===== config.mk =====
export PLATFORM = sky130hd
export DESIGN_NAME = hrg_host_rst_gen
export DESIGN_NICKNAME = d
export VERILOG_FILES = /design/src/rtl/hrg_pkg.sv /design/src/rtl/hrg_trigger.sv /design/src/rtl/hrg_extend.sv /design/src/rtl/hrg_host_rst_gen.sv
export SDC_FILE = /design/constraint.sdc
export NUM_CORES = 1
export LEC_CHECK = 0
export ABC_AREA = 1
export ABC_CLOCK_PERIOD_IN_PS = 1600
export CAP_MARGIN = 10
export CELL_PAD_IN_SITES_DETAIL_PLACEMENT = 0
export CELL_PAD_IN_SITES_GLOBAL_PLACEMENT = 2
export CORE_AREA = 2 2 44 46
export CTS_CLUSTER_SIZE = 14
export DETAILED_ROUTE_END_ITERATION = 8
export DIE_AREA = 0 0 46 48
export GPL_TIMING_DRIVEN = 0
export MAX_ROUTING_LAYER = met4
export PLACE_DENSITY_LB_ADDON = 0.1
export SLEW_MARGIN = 20
export SYNTH_ARGS = -nofsm -noshare
export SYNTH_HDL_FRONTEND = slang
export SYNTH_SLANG_ARGS = --single-unit

===== constraint.sdc =====
create_clock -name clk -period 1.6 [get_ports clk]
set_clock_uncertainty 0.05 [all_clocks]
set_input_delay 0.32 -clock clk [delete_from_list [all_inputs] [get_ports clk]]
set_output_delay 0.32 -clock clk [all_outputs]
set_load 0.02 [all_outputs]

===== src/rtl/hrg_pkg.sv =====
package hrg_pkg;

  // Strobes from the trigger control to the extension datapath.
  typedef struct packed {
    logic arm;     // first qualified transaction during power-up reset
    logic reload;  // pending hold: restart window (power-up reset or new transaction)
    logic tick;    // pending hold after release: consume one cycle of the window
  } hrgStrobes_t;

  function automatic int unsigned cntWidth(input int unsigned cycles);
    return (cycles < 2) ? 1 : $clog2(cycles + 1);
  endfunction

endpackage


===== src/rtl/hrg_trigger.sv =====
module hrg_trigger
  import hrg_pkg::*;
(
  input  logic        pwrUpRst,
  input  logic        rstOnPorEn,
  input  logic        lpcTmoEn,
  input  logic        lpcTxnSeen,
  input  logic        lpcPwrDown,
  input  logic        holdQ,
  output hrgStrobes_t strobes
);

  logic qualTxn;

  always_comb begin
    qualTxn        = lpcTxnSeen & rstOnPorEn & lpcTmoEn & ~lpcPwrDown;
    strobes.arm    = pwrUpRst & qualTxn & ~holdQ;
    strobes.reload = holdQ & (pwrUpRst | qualTxn);
    strobes.tick   = holdQ & ~pwrUpRst & ~qualTxn;
  end

endmodule


===== src/rtl/hrg_extend.sv =====
module hrg_extend
  import hrg_pkg::*;
#(
  parameter int unsigned EXT_CYCLES = 16,
  localparam int unsigned CNT_W = cntWidth(EXT_CYCLES)
) (
  input  logic             clk,
  input  logic             rstN,
  input  hrgStrobes_t      strobes,
  output logic             holdQ,
  output logic [CNT_W-1:0] cntQ
);

  localparam logic [CNT_W-1:0] LOAD_VAL = CNT_W'(EXT_CYCLES);
  localparam logic [CNT_W-1:0] ONE_VAL  = CNT_W'(1);

  always_ff @(posedge clk or negedge rstN) begin
    if (!rstN) begin
      holdQ <= 1'b0;
      cntQ  <= '0;
    end else if (strobes.arm || strobes.reload) begin
      holdQ <= 1'b1;
      cntQ  <= LOAD_VAL;
    end else if (strobes.tick) begin
      if (cntQ <= ONE_VAL) begin
        holdQ <= 1'b0;
        cntQ  <= '0;
      end else begin
        cntQ <= cntQ - ONE_VAL;
      end
    end
  end

endmodule


===== src/rtl/hrg_host_rst_gen.sv =====
module hrg_host_rst_gen
  import hrg_pkg::*;
#(
  parameter int unsigned EXT_CYCLES = 16
) (
  input  logic clk,
  input  logic rstN,
  input  logic pwrUpRst,
  input  logic swHostRst,
  input  logic rstOnPorEn,
  input  logic lpcTmoEn,
  input  logic lpcTxnSeen,
  input  logic lpcPwrDown,
  output logic hostRstN
);

  localparam int unsigned CNT_W = cntWidth(EXT_CYCLES);

  hrgStrobes_t      strobes;
  logic             holdQ;
  logic [CNT_W-1:0] cntQ;

  hrg_trigger trigger_i (
    .pwrUpRst   (pwrUpRst),
    .rstOnPorEn (rstOnPorEn),
    .lpcTmoEn   (lpcTmoEn),
    .lpcTxnSeen (lpcTxnSeen),
    .lpcPwrDown (lpcPwrDown),
    .holdQ      (holdQ),
    .strobes    (strobes)
  );

  hrg_extend #(.EXT_CYCLES(EXT_CYCLES)) extend_i (
    .clk     (clk),
    .rstN    (rstN),
    .strobes (strobes),
    .holdQ   (holdQ),
    .cntQ    (cntQ)
  );

  // Firmware path is combinational; hardware path comes from the hold register.
  assign hostRstN = ~(swHostRst | holdQ);

endmodule


==> reports/metrics.csv <==
stage,metric,value,unit
worst_setup_path,cp.arrival,1120,ps
logic_synthesis,syn-instance-count,56,
placement,io_buffers,8,
logic_synthesis,synth_fp_nets,66,
final_layout,final_cell_count_no_fill,84,
placement,place_congestion,0.716,
final_layout,postLayoutCoreUtil,0.310,
worst_setup_path,crit_path_end_kind,primary output,
pwr,power_frac_comb,0.530,
placement,hpwlAfterDp,699,um
route,viasPerCell,4.36,
route,drt_wl_total,873,um
route,drc_errors,0,
worst_setup_path,critPathKind,in -> out,
route,vias,366,
logic_synthesis,synth-seq-cells,6,
min_path,min_path_type,in -> async,
logic_synthesis,ys_top_cells_by_area,"dfrtp_1 (38%), nand2_1 (16%), inv_1 (6.6%), nor2_1 (6.6%), ha_1 (6.3%)",
clock_network,root_buffer,clkbuf_4,
global_routing,grt_pass1_vias,366,
clock_network,cts_buffer_depth,2,
logic_synthesis,ys.flop_type,dfrtp_1,
route,dr.pass1.iters,4,
pwr,p_sw_frac,0.458,
timing,fmaxAchievable,670,MHz
timing,fin_crit,1490,ps
logic_synthesis,synth.distinct_cells,16,
floorplan,core-area,1690,sq um
run_status,status,"complete, no violations",
global_routing,grt_pass1_wl,1570,um
route,wl_per_cell,10.4,um
timing,setup_viol,0,
logic_synthesis,synth_common_cells,"nand2_1 (17), inv_1 (7), nor2_1 (7)",
final_layout,area_growth,30.6,%
floorplan,die_width,46,um
placement,dp_slack,-172,ps
pwr,p_sw,0.000423,W
logic_synthesis,syn_area_per_cell,7.15,sq um
clock_network,cts_max_level,1,
worst_setup_path,worst_ep_required_time,1230,ps
pwr,pwr-share-seq,0.313,
job,max_cap_viol_count,0,
pwr,p_leak,0.267,nW
pwr,power.density,1770,nW/um^2
final_layout,fin_area,523,sq um
route,drtIter0Drc,5,
pwr,max-vdd-ir-drop,0.000584,V
floorplan,io_pins,9,
worst_setup_path,r2r-start,extend_i.cntQ[0],
worst_setup_path,r2r_slack,330,ps
clock_network,cts_hold_buf,0,
clock_network,cts_inserted_buffers,3,
global_routing,grt_max_degree,7,
worst_setup_path,startpoint_type,input port,
global_routing,grt_overflow,0,
clock_network,cts_tree,yes,
logic_synthesis,synth_top_area_share,0.375,
floorplan,dieArea,2210,sq um
timing,rsz0062_at_grt,no,
clock_network,cts.sinks,6,
timing,setup_tns,0,ps
timing,hold_viol_final,0,
worst_setup_path,crit_start,swHostRst,
logic_synthesis,yosysMostFrequentCell,nand2_1,
clock_network,insertion_delay,250,ps
pwr,p_int,0.000502,W
logic_synthesis,synth_enable_flop_cells,0,
logic_synthesis,netlist_area,400,sq um
timing,max_slew_margin,0.783,
final_layout,drive_gt1_frac,0.134,
global_routing,grt_antenna_before_repair,0,
floorplan,rows,15,
logic_synthesis,seq_area_frac_synth,0.375,
timing,tightest_slew,324,ps
placement,placed_cell_area,502,sq um
global_routing,grt_use_total,0.108,
worst_setup_path,crit_path_max_fanout,1,
timing,period_share,0.933,
clock_network,clkSlewWorstSetupHoldPaths,50,ps
logic_synthesis,async_flop_share,1.00,
floorplan,die_h,48,um
timing,worst_slack,107,ps
logic_synthesis,yosys_warnings,0,
placement,dp.cells,81,
final_layout,diodes,0,
final_layout,fin_nets,79,
floorplan,start_util,0.237,
timing,report.final.slew_viol_count,0,
logic_synthesis,yosysTopAreaCell,dfrtp_1,
pwr,pwr-share-clk,0.157,
route,ant_nets,0,
[path summary, 6_finish.rpt]
kind,to,depth (start not counted)
worst min register to register,extend_i.cntQ[1],2
worst min-delay path,extend_i.cntQ[2],1
worst max-delay path,hostRstN,3
worst max register to register,extend_i.cntQ[2],6
min in group clk,extend_i.cntQ[1],2
max in group asynchronous,extend_i.cntQ[4],1
[critical path, cell delays in order]
cell and delay, ps:
clkdlybuf4s50_1 390, nor2_1 70, dlygate4sd2_1 340
[kinds of logic after synthesis]
logic type / after synthesis / share of synthesized area
AND/OR/NAND/NOR: 35 / 0.403
AO/OA/AOI/OAI: 4 / 0.0625
adder cells (fa/ha/maj): 2 / 0.0625
XOR/XNOR: 1 / 0.0219
buffers and inverters: 8 / 0.0750
flip-flops: 6 / 0.375
[metrics by stage]
stage / hold WS [ps] / power [W]
finish: 272 / 0.000925
global route: 283 / 0.00103
CTS: 275 / 0.000940
detailed placement: 490 / 0.000790
global placement: 495 / 0.000801
floorplan: -25.6 / 0.000664
[flip-flops by register name, summed over array words and instances, names as in the netlist]
register / count
extend_i.cntQ: 5
extend_i.holdQ: 1
[what timing repair did]
action / in CTS / in global routing
buffers inserted: 0 / 0
setup endpoints to repair: 1 / 0
hold endpoints to repair: 0 / 0
gates resized for setup: 1 / 0
[metal layers]
layer	global-route usage	routed length (um)	part of all wire
met5	-	0	0
met4	0.0686	0	0
met3	0.0226	33	0.038
met2	0.144	388	0.44
met1	0.146	451	0.52
[cells in the final DEF (no fill, tap or decap), types with 2 or more instances in the layout]
master / count
nand2_1: 17
inv_1: 7
nor2_1: 7
clkdlybuf4s50_1: 7
dfrtp_1: 6
nand3_1: 5
clkbuf_4: 3
nor2_2: 2
nand3_2: 2
ha_1: 2
[power groups by stage]
stage	clock network (W)	logic [W]	registers (W)
after global routing	0.000165	0.000568	0.000297
after global placement	0	0.000508	0.000294
after detailed placement	0	0.000497	0.000293
final	0.000145	0.000491	0.000289
after floorplan	0	0.000392	0.000272
after CTS	0.000154	0.000497	0.000289
[layout make-up]
cell class                 instances  area [sq um]
timing repair buffer               8          78.8
tap                               17          21.3
clock buffer                       3          22.5
multi-input combinational         42           220
fill                             195          1170
inverter                           8          30.0
sequential                         6           150
Note: power is estimated with default switching activity, not from simulation.
